<file path="config.mk">
export PLATFORM = sky130hd
export DESIGN_NAME = sup_reset_ctl
export DESIGN_NICKNAME = d
export VERILOG_FILES = /design/src/rtl/sup_pkg.sv /design/src/rtl/sup_sync2.sv /design/src/rtl/sup_mr_filter.sv /design/src/rtl/sup_wdog.sv /design/src/rtl/sup_hold.sv /design/src/rtl/sup_reset_ctl.sv
export SDC_FILE = /design/constraint.sdc
export NUM_CORES = 1
export LEC_CHECK = 0
export ABC_AREA = 1
export BUFFER_PORTS_ARGS = -buffer_cell sky130_fd_sc_hd__buf_2
export CAP_MARGIN = 0
export CORE_UTILIZATION = 35
export CTS_CLUSTER_DIAMETER = 120
export CTS_CLUSTER_SIZE = 25
export DETAILED_ROUTE_END_ITERATION = 7
export PLACE_DENSITY = 0.61
export SETUP_SLACK_MARGIN = 0.3
export SLEW_MARGIN = 25
export SYNTH_ARGS = -nofsm -noshare
export SYNTH_HDL_FRONTEND = slang
export SYNTH_SLANG_ARGS = --single-unit
</file>
<file path="constraint.sdc">
create_clock -name clk -period 2.4 [get_ports clk]
set_clock_uncertainty 0.2 [all_clocks]
set_input_delay 0.36 -clock clk [delete_from_list [all_inputs] [get_ports clk]]
set_output_delay 0.36 -clock clk [all_outputs]
set_load 0.02 [all_outputs]
</file>
<file path="src/rtl/sup_pkg.sv">
package sup_pkg;
  // Convert a duration in milliseconds to clock cycles, never below 2.
  function automatic int ms_to_cycles(input longint clk_hz, input longint ms);
    longint c;
    c = (clk_hz * ms) / 1000;
    if (c < 2) c = 2;
    return int'(c);
  endfunction
endpackage

</file>
<file path="src/rtl/sup_sync2.sv">
module sup_sync2 #(
  parameter int STAGES  = 2,
  parameter bit RST_VAL = 1'b0
) (
  input  logic clk,
  input  logic rst,
  input  logic d,
  output logic q
);
  logic [STAGES-1:0] sh;

  always_ff @(posedge clk) begin
    if (rst) sh <= {STAGES{RST_VAL}};
    else     sh <= {sh[STAGES-2:0], d};
  end

  assign q = sh[STAGES-1];
endmodule

</file>
<file path="src/rtl/sup_mr_filter.sv">
module sup_mr_filter #(
  parameter int FILT = 4
) (
  input  logic clk,
  input  logic rst,
  input  logic pin_n_s,
  output logic active
);
  localparam int CW = $clog2(FILT + 1);

  logic [CW-1:0] run;

  always_ff @(posedge clk) begin
    if (rst) begin
      run    <= '0;
      active <= 1'b0;
    end else if (pin_n_s) begin
      run    <= '0;
      active <= 1'b0;
    end else if (run == CW'(FILT - 1)) begin
      active <= 1'b1;
    end else begin
      run <= run + 1'b1;
    end
  end


  mr_release_chk: assert property (@(posedge clk) disable iff (rst)
    pin_n_s |=> !active);

  mr_accept_chk: assert property (@(posedge clk) disable iff (rst)
    $rose(active) |-> !$past(pin_n_s));
endmodule

</file>
<file path="src/rtl/sup_wdog.sv">
module sup_wdog #(
  parameter int LIMIT = 160
) (
  input  logic clk,
  input  logic rst,
  input  logic wdi_s,
  input  logic enable,
  input  logic frozen,
  output logic bite
);
  localparam int CW = $clog2(LIMIT + 1);

  logic [CW-1:0] cnt;
  logic          prev;
  logic          toggled;

  assign toggled = wdi_s ^ prev;

  always_ff @(posedge clk) begin
    if (rst) begin
      cnt  <= '0;
      prev <= 1'b0;
      bite <= 1'b0;
    end else begin
      prev <= wdi_s;
      bite <= 1'b0;
      if (frozen || !enable || toggled) begin
        cnt <= '0;
      end else if (cnt == CW'(LIMIT - 1)) begin
        cnt  <= '0;
        bite <= 1'b1;
      end else begin
        cnt <= cnt + 1'b1;
      end
    end
  end


  wd_disabled_chk: assert property (@(posedge clk) disable iff (rst)
    !enable |=> !bite);

  wd_frozen_chk: assert property (@(posedge clk) disable iff (rst)
    frozen |=> !bite);

  wd_service_chk: assert property (@(posedge clk) disable iff (rst)
    toggled |=> !bite);
endmodule

</file>
<file path="src/rtl/sup_hold.sv">
module sup_hold #(
  parameter int HOLD = 14
) (
  input  logic clk,
  input  logic rst,
  input  logic cause,
  output logic rst_o,
  output logic rst_n_o
);
  localparam int CW = $clog2(HOLD + 1);

  logic [CW-1:0] cnt;

  always_ff @(posedge clk) begin
    if (rst || cause) begin
      cnt     <= '0;
      rst_o   <= 1'b1;
      rst_n_o <= 1'b0;
    end else if (rst_o) begin
      if (cnt == CW'(HOLD - 1)) begin
        cnt     <= '0;
        rst_o   <= 1'b0;
        rst_n_o <= 1'b1;
      end else begin
        cnt <= cnt + 1'b1;
      end
    end
  end


  cause_assert_chk: assert property (@(posedge clk) disable iff (rst)
    cause |=> rst_o);

  release_clean_chk: assert property (@(posedge clk) disable iff (rst)
    $fell(rst_o) |-> !$past(cause));
endmodule

</file>
<file path="src/rtl/sup_reset_ctl.sv">
module sup_reset_ctl #(
  parameter int CLK_HZ  = 125_000_000,
  parameter int HOLD_MS = 140,
  parameter int WDOG_MS = 1600,
  parameter int MR_FILT = 13
) (
  input  logic clk,
  input  logic rst,
  input  logic uv_flag,
  input  logic mrst_n_pin,
  input  logic wdog_pin,
  input  logic wdog_on,
  output logic cpu_rst_n,
  output logic cpu_rst
);
  localparam int HOLD_CYC = sup_pkg::ms_to_cycles(CLK_HZ, HOLD_MS);
  localparam int WDOG_CYC = sup_pkg::ms_to_cycles(CLK_HZ, WDOG_MS);

  logic mr_s, wdi_s, mr_act, wd_bite, cause;

  sup_sync2 #(.STAGES(2), .RST_VAL(1'b1)) u_mr_sync (
    .clk(clk), .rst(rst), .d(mrst_n_pin), .q(mr_s));

  sup_sync2 #(.STAGES(2), .RST_VAL(1'b0)) u_wd_sync (
    .clk(clk), .rst(rst), .d(wdog_pin), .q(wdi_s));

  sup_mr_filter #(.FILT(MR_FILT)) u_mr_filt (
    .clk(clk), .rst(rst), .pin_n_s(mr_s), .active(mr_act));

  sup_wdog #(.LIMIT(WDOG_CYC)) u_wdog (
    .clk(clk), .rst(rst), .wdi_s(wdi_s), .enable(wdog_on),
    .frozen(cpu_rst), .bite(wd_bite));

  assign cause = uv_flag | mr_act | wd_bite;

  sup_hold #(.HOLD(HOLD_CYC)) u_hold (
    .clk(clk), .rst(rst), .cause(cause), .rst_o(cpu_rst), .rst_n_o(cpu_rst_n));


  out_complement_chk: assert property (@(posedge clk) disable iff (rst)
    cpu_rst != cpu_rst_n);

  bite_reset_chk: assert property (@(posedge clk) disable iff (rst)
    wd_bite |=> cpu_rst);

  manual_reset_chk: assert property (@(posedge clk) disable iff (rst)
    mr_act |=> !cpu_rst_n);
endmodule

</file>
==> results of run 1 <==
registers in the layout, indices dropped and copies added (netlist names):
signal            cells
u_mr_filt.run         4
u_mr_filt.active      1
u_hold.cnt           25
u_wdog.bite           1
u_wd_sync.sh          2
u_hold.rst_n_o        1
u_wdog.cnt           28
u_wdog.prev           1
u_mr_sync.sh          2
u_hold.rst_o          1
Yosys cell counts, types with 2 or more instances:
cell type / number / area share [%]
sky130_fd_sc_hd__a21oi_1: 9 / 1.3
sky130_fd_sc_hd__inv_2: 2 / 0.22
sky130_fd_sc_hd__nand2_4: 2 / 0.65
sky130_fd_sc_hd__ha_1: 4 / 1.4
sky130_fd_sc_hd__xor2_1: 18 / 4.5
sky130_fd_sc_hd__nand4_1: 10 / 1.8
sky130_fd_sc_hd__buf_6: 4 / 1.3
sky130_fd_sc_hd__dfxtp_1: 66 / 38
sky130_fd_sc_hd__nor3_1: 10 / 1.4
sky130_fd_sc_hd__nor2_1: 116 / 13
sky130_fd_sc_hd__nand3b_1: 2 / 0.43
sky130_fd_sc_hd__nand2_1: 110 / 12
sky130_fd_sc_hd__o21ai_0: 8 / 1.2
sky130_fd_sc_hd__or2_2: 3 / 0.54
sky130_fd_sc_hd__nor2_4: 4 / 1.3
sky130_fd_sc_hd__nand3_2: 2 / 0.58
sky130_fd_sc_hd__nand3_1: 47 / 6.8
sky130_fd_sc_hd__nand2_2: 2 / 0.36
sky130_fd_sc_hd__xnor2_1: 8 / 2.0
sky130_fd_sc_hd__inv_1: 65 / 7.0
sky130_fd_sc_hd__nor2_2: 9 / 1.6
worst max-delay path: stages (launching register included):
cell                      delay [ns]
sky130_fd_sc_hd__dfxtp_1        0.38
sky130_fd_sc_hd__ha_1           0.21
sky130_fd_sc_hd__nand2_1        0.10
sky130_fd_sc_hd__inv_1          0.06
sky130_fd_sc_hd__nand2_1        0.08
sky130_fd_sc_hd__nor2_1         0.13
sky130_fd_sc_hd__nand3_2        0.30
sky130_fd_sc_hd__nand2_2        0.24
sky130_fd_sc_hd__nor2_1         0.06
area by class of cell:
type / count / area, µm² / share of cell area (%)
clock buffer: 9 / 124 / 3.17
clock inverter: 7 / 125 / 3.20
inverter: 67 / 251 / 6.44
multi-input combinational: 373 / 1850 / 47.5
sequential: 66 / 1320 / 33.8
tap: 129 / 161 / 4.13
timing repair buffer: 11 / 70.1 / 1.79
worst paths after layout:
kind	endpoint	depth (start not counted)	slack, ns
max reg2reg	u_hold.cnt[0]$_SDFFE_PP0P_	8	0.55
min reg2reg	u_wd_sync.sh[1]$_SDFF_PP0_	2	0.21
min	u_wd_sync.sh[1]$_SDFF_PP0_	2	0.09
max	u_hold.cnt[0]$_SDFFE_PP0P_	8	0.55
cells by family after synthesis:
family	Yosys count	synth area share, %
flip-flops	66	38.0
AND/OR/NAND/NOR	321	41.8
adder cells (fa/ha/maj)	4	1.44
XOR/XNOR	26	6.55
buffers and inverters	72	8.68
AO/OA/AOI/OAI	22	3.46
stage by stage:
stage / hold WS, ns / cell area, µm²
4_1_cts: 0.0737 / 3910
6_report: 0.0890 / 3910
3_3_place_gp: 0.191 / 3640
2_1_floorplan: 0.188 / 3470
5_1_grt: 0.0761 / 3910
3_5_place_dp: 0.199 / 3640
report_power, final:
group	internal, W	switching [W]	total, W
logic	0.0000158	0.0000187	0.0000345
clock network	0.000699	0.000458	0.00116
registers	0.00110	0.00000316	0.00110
what timing repair did:
item                                    CTS  global route
resized for setup                         0             1
endpoints found under the hold margin     2             0
endpoints found under the setup margin    0             2
hold buffers                              2             0
routing by layer:
metal	GRT usage [%]	up-vias
met5	0	-
met4	5.69	0
met3	3.80	5
met2	26.1	43
met1	20.7	1366
li1	-	1621
cells in the final DEF, fill, tap and decap left out, types with 3 or more instances in the layout:
cell type / n
sky130_fd_sc_hd__buf_2: 7
sky130_fd_sc_hd__bufinv_16: 3
sky130_fd_sc_hd__nand2_1: 109
sky130_fd_sc_hd__nand3_1: 47
sky130_fd_sc_hd__or2_2: 3
sky130_fd_sc_hd__nand4_1: 10
sky130_fd_sc_hd__nor2_4: 4
sky130_fd_sc_hd__xnor2_1: 8
sky130_fd_sc_hd__a21oi_1: 9
sky130_fd_sc_hd__dfxtp_1: 66
sky130_fd_sc_hd__o21ai_0: 8
sky130_fd_sc_hd__clkinv_4: 3
sky130_fd_sc_hd__inv_1: 65
sky130_fd_sc_hd__xor2_1: 18
sky130_fd_sc_hd__nor2_2: 9
sky130_fd_sc_hd__clkbuf_8: 9
sky130_fd_sc_hd__ha_1: 4
sky130_fd_sc_hd__nand2_2: 3
sky130_fd_sc_hd__nor2_1: 116
sky130_fd_sc_hd__nor3_1: 10
==> run_results.csv, run 1 <==
group,metric,value,unit
final_layout,postLayoutCoreUtil,41.5,%
power_and_ir_drop,peak_supply_drop,0.319,mV
power_and_ir_drop,total_power,0.00229,W
cts,cts_max_path_buffers,2,
grt,gr-usage-all-layers,16.0,%
floorplan,die-width,102,µm
detailed_routing,antenna_left,0,
placed_design,dp_cells,644,
placed_design,post-place-ws,0.467,ns
final_layout,post_route_cells_drive_above_1_share,10.1,%
power_and_ir_drop,leakage,1.47,nW
logic_synthesis,netlist_instances,511,
floorplan,initial_utilization,36.9,%
hold_path,hold_path.class,"in -> reg",
detailed_routing,detail_route.wirelength.met1,3610,µm
sta,worstMarginPinSlew,0.573,ns
sta,setup_violations,0,
critical_path,setup.worst_path.end_class,"flip-flop",
floorplan,fp.coreArea,0.00942,mm²
detailed_routing,dr.pass1.iters,4,
grt,grt_pass1_vias,2934,
logic_synthesis,syn-num-nets,521,
floorplan,std_cell_rows,35,
sta,slew-limit-headroom,61.5,%
cts,clk-insertion-delay-late,0.34,ns
final_layout,antenna_cells,0,
power_and_ir_drop,power_density,587,mW/mm²
critical_path,critPathLaunchType,"flip-flop",
critical_path,arrival_time_of_the_worst_setup_path,1.87,ns
detailed_routing,routed-wl-met3,278,µm
critical_path,regToRegStartpoint,"u_hold.cnt[0]$_SDFFE_PP0P_",
critical_path,cp_max_fo,15,
sta,timing.final.hold_violations,0,
detailed_routing,routed-via-count,3035,
placed_design,dp.final_hpwl,5460,µm
placed_design,gp_routability_congestion,0.856,
detailed_routing,wirelength_routed,7120,µm
grt,wire_length_of_the_first_global_routing_pass,13000,µm
grt,grt_antenna_before_repair,0,
logic_synthesis,synth-main-ff-cell,"sky130_fd_sc_hd__dfxtp_1",
cts,cts.sinks,66,
sta,final_min_period_over_clock_period,76.9,%
final_layout,nets,538,
final_layout,stdcell_count,662,
cts,cts_buf_count,9,
detailed_routing,dr.first_iter.drc_count,137,
critical_path,crit_type,"reg -> reg",
cts,htree_num_levels,3,
logic_synthesis,synth.distinct_cells,31,
critical_path,critical_path_required_time,2.43,ns
cts,post_cts.repair.setup_buffers,0,
logic_synthesis,synth_enable_flop_cells,0,
logic_synthesis,synth-seq-area-share,38.0,%
status,run_status,"finished clean",
final_layout,area_growth_syn_to_layout,12.5,%
critical_path,critical_path.startpoint,"u_hold.cnt[0]$_SDFFE_PP0P_",
floorplan,i_o_pins,8,
final_layout,layout.filler_cells,986,
cts,cts.clk_slew.worst_paths,0.07,ns
floorplan,design.die.area,0.0103,mm²
cts,cts_tree,"yes",
logic_synthesis,ys_async_sr_fraction,0,%
grt,overflow,0,
detailed_routing,detail_route.wl_per_cell,10.8,µm
logic_synthesis,ff_latch_count_synth,66,
detailed_routing,routed.top_layer,"met4",
logic_synthesis,synth_area_per_cell,6.80,µm²
logic_synthesis,post_synthesis_cell_area,0.00347,mm²
detailed_routing,route.detailed.vias_per_inst,4.58,
hold_path,holdCritStartpoint,"rst",
detailed_routing,route.detailed.drc,0,
sta,setup_slack,0.554,ns
sta,rsz0062_at_grt,"no",
sta,period_needed,1.85,ns
sta,highest_clock_rate,542,MHz
placed_design,io_buffer_count,7,
cts,root_buffer,"sky130_fd_sc_hd__clkbuf_8",
run,max-cap-violations,0,
logic_synthesis,yosys_warnings,0,
sta,fin_tns_setup,0,ns
floorplan,dieHeight,102,µm
detailed_routing,route.met2.wl,3160,µm
sta,slew_viol_final,0,
grt,pin_count_of_the_biggest_net_entering_global_routing,29,
Note: power is estimated with default switching activity, not from simulation.
==> run 2, diff against run 1 <==
--- a/config.mk
+++ b/config.mk
@@ -12,7 +12,7 @@
 export CTS_CLUSTER_DIAMETER = 120
 export CTS_CLUSTER_SIZE = 25
 export DETAILED_ROUTE_END_ITERATION = 7
-export PLACE_DENSITY = 0.61
+export PLACE_DENSITY = 0.62
 export SETUP_SLACK_MARGIN = 0.3
 export SLEW_MARGIN = 25
 export SYNTH_ARGS = -nofsm -noshare
==> constraint.sdc (replaced) <==
create_clock -name clk -period 1.6 [get_ports clk]
set_clock_uncertainty 0.2 [all_clocks]
set_input_delay 0.24 -clock clk [delete_from_list [all_inputs] [get_ports clk]]
set_output_delay 0.24 -clock clk [all_outputs]
set_load 0.02 [all_outputs]
==> run 2 against run 1 <==
Compared with the run above: global-route usage up 1.5 points; critical endpoint is now u_wdog.cnt[13]$_SDFF_PP0_; cell count increased by 8.9%; final area rose by 30%; maximum frequency up 15%; critical path type unchanged.
==> run_results.csv, run 2 (same netlist as run 1, synthesis figures left out) <==
group,metric,value,unit
status,run_status,"finished clean",
sta,slew_viol_final,0,
sta,slew-limit-headroom,80.9,%
grt,pin_count_of_the_biggest_net_entering_global_routing,15,
power_and_ir_drop,p_seq_share,49.9,%
sta,rsz0062_at_grt,"yes",
final_layout,final_cell_mix,"sky130_fd_sc_hd__nand2_1 (97), sky130_fd_sc_hd__nor2_1 (71), sky130_fd_sc_hd__inv_1 (58)",
cts,htree_num_levels,3,
hold_path,hold_path.class,"in -> reg",
final_layout,regMostFlops,"u_wdog.cnt",
cts,cts_buf_count,9,
floorplan,dieHeight,102,µm
power_and_ir_drop,p_int,0.00257,W
sta,period_needed,1.60,ns
run,max-cap-violations,0,
detailed_routing,routed-via-count,3426,
floorplan,die-width,102,µm
sta,highest_clock_rate,625,MHz
critical_path,arrival_time_of_the_worst_setup_path,1.64,ns
power_and_ir_drop,leakage,1.94,nW
power_and_ir_drop,power.switching_fraction,22.0,%
power_and_ir_drop,power_density,649,mW/mm²
floorplan,design.die.area,0.0103,mm²
detailed_routing,wirelength_routed,9090,µm
detailed_routing,dr.first_iter.drc_count,117,
detailed_routing,antenna_left,0,
final_layout,nets,597,
grt,wire_length_of_the_first_global_routing_pass,14200,µm
floorplan,initial_utilization,36.9,%
critical_path,cp_max_fo,7,
sta,worstMarginPinSlew,0.285,ns
final_layout,stdcell_count,721,
cts,cts.clk_slew.worst_paths,0.07,ns
power_and_ir_drop,pwr-share-clk,47.0,%
final_layout,largest_registers,"u_wdog.cnt: 28 flops, u_hold.cnt: 25 flops, u_mr_filt.run: 4 flops",
grt,overflow,0,
cts,cts_tree,"yes",
grt,grt_antenna_before_repair,0,
power_and_ir_drop,peak_supply_drop,0.570,mV
critical_path,setup.worst_path.end_class,"flip-flop",
critical_path,crit_type,"reg -> reg",
sta,timing.final.hold_violations,0,
cts,clk-insertion-delay-late,0.35,ns
critical_path,critical_path_required_time,1.64,ns
sta,setup_violations,0,
power_and_ir_drop,netSwitchingPower,0.000724,W
critical_path,critPathLaunchType,"flip-flop",
detailed_routing,route.detailed.vias_per_inst,4.75,
cts,cts_max_path_buffers,2,
placed_design,dp.final_hpwl,5740,µm
cts,root_buffer,"sky130_fd_sc_hd__clkbuf_8",
power_and_ir_drop,power_frac_comb,3.1,%
final_layout,post_route_cells_drive_above_1_share,41.4,%
floorplan,std_cell_rows,35,
final_layout,final_common_cell,"sky130_fd_sc_hd__nand2_1",
placed_design,post-place-ws,-0.0270,ns
detailed_routing,route.detailed.drc,0,
placed_design,dp_cells,669,
sta,final_min_period_over_clock_period,99.9,%
placed_design,gp_routability_congestion,0.869,
final_layout,largest_register_ffs,28,
detailed_routing,detail_route.wl_per_cell,12.6,µm
sta,setup_slack,0.00127,ns
grt,grt_pass1_vias,3204,
detailed_routing,dr.pass1.iters,5,
floorplan,fp.coreArea,0.00942,mm²
grt,gr-usage-all-layers,17.6,%
final_layout,antenna_cells,0,
placed_design,io_buffer_count,7,
cts,cts.sinks,66,
final_layout,area_growth_syn_to_layout,45.9,%
floorplan,i_o_pins,8,
==> run 2: changes by cell type in the layout (fill, tap and decap cells not counted), sizes merged <==
cell and delta:
buf +55, bufbuf +1, bufinv -1, clkbuf +1
clkinvlp +2, dlygate4sd3 +2, inv -1
==> run 2: worst paths after layout <==
path / depth (start not counted) / endpoint / start / slack, ns
worst min register to register: 2 / u_wd_sync.sh[1]$_SDFF_PP0_ / u_wd_sync.sh[0]$_SDFF_PP0_ / 0.21
worst max-delay path: 9 / u_wdog.cnt[13]$_SDFF_PP0_ / u_wdog.cnt[1]$_SDFF_PP0_ / 0.001
worst max register to register: 9 / u_wdog.cnt[13]$_SDFF_PP0_ / u_wdog.cnt[1]$_SDFF_PP0_ / 0.001
worst min-delay path: 5 / u_wdog.bite$_SDFF_PP0_ / wdog_on / 0.07
==> run 2: routing by layer <==
| metal | vias to the layer above | track usage [%] | part of all wire (%) |
|---|---|---|---|
| li1 | 1750 | - | - |
| met4 | 0 | 6.69 | 1.9 |
| met5 | - | 0 | 0 |
| met2 | 58 | 30.8 | 53 |
| met1 | 1600 | 20.3 | 42 |
| met3 | 18 | 4.83 | 3.5 |
==> run 2: timing repair <==
action | in CTS | in global routing
hold endpoints to repair | 4 | 0
setup buffers | 14 | 14
resized for setup | 76 | 88
cloned | 3 | 1
setup endpoints to repair | 62 | 62
hold buffers | 4 | 0
pin swaps | 15 | 22
==> run 2: metrics by stage <==
step	utilization (%)	instance area [µm²]	TNS (ns)	hold slack (ns)	total power (W)
6_report	53.8	5070	0	0.0692	0.00329
2_1_floorplan	-	3610	0	0.111	0.00173
3_5_place_dp	42.4	3990	-0.487	0.202	0.00175
4_1_cts	49.6	4670	0	0.0531	0.00333
5_1_grt	53.8	5070	-1.71	0.0839	0.00343
3_3_place_gp	42.4	3990	0	0.191	0.00175
==> run 2: cell type report <==
type,instances,area [µm²]
fillers,823,4350
multi-input cells,373,2360
flip-flops and latches,66,1380
repair buffers,70,692
inverters,67,262
well taps,129,161
clock buffers,9,124
clock inverters,7,93.8
==> run 2: critical path: stages (launching register included) <==
cell and delay [ns]:
sky130_fd_sc_hd__dfxtp_2 0.35, sky130_fd_sc_hd__ha_4 0.15, sky130_fd_sc_hd__nand2_4 0.05, sky130_fd_sc_hd__inv_4 0.06
sky130_fd_sc_hd__nand3b_4 0.10, sky130_fd_sc_hd__nor2_2 0.10, sky130_fd_sc_hd__nand3_2 0.09, sky130_fd_sc_hd__nand2_4 0.16
sky130_fd_sc_hd__clkbuf_16 0.19, sky130_fd_sc_hd__nor2_1 0.04
==> run 2: power groups by stage <==
stage	registers [W]	clock network, W	logic [W]
2_1_floorplan	0.00169	0	0.0000363
3_3_place_gp	0.00169	0	0.0000573
3_5_place_dp	0.00169	0	0.0000584
4_1_cts	0.00165	0.00158	0.0000944
5_1_grt	0.00164	0.00167	0.000109
6_report	0.00164	0.00155	0.000101
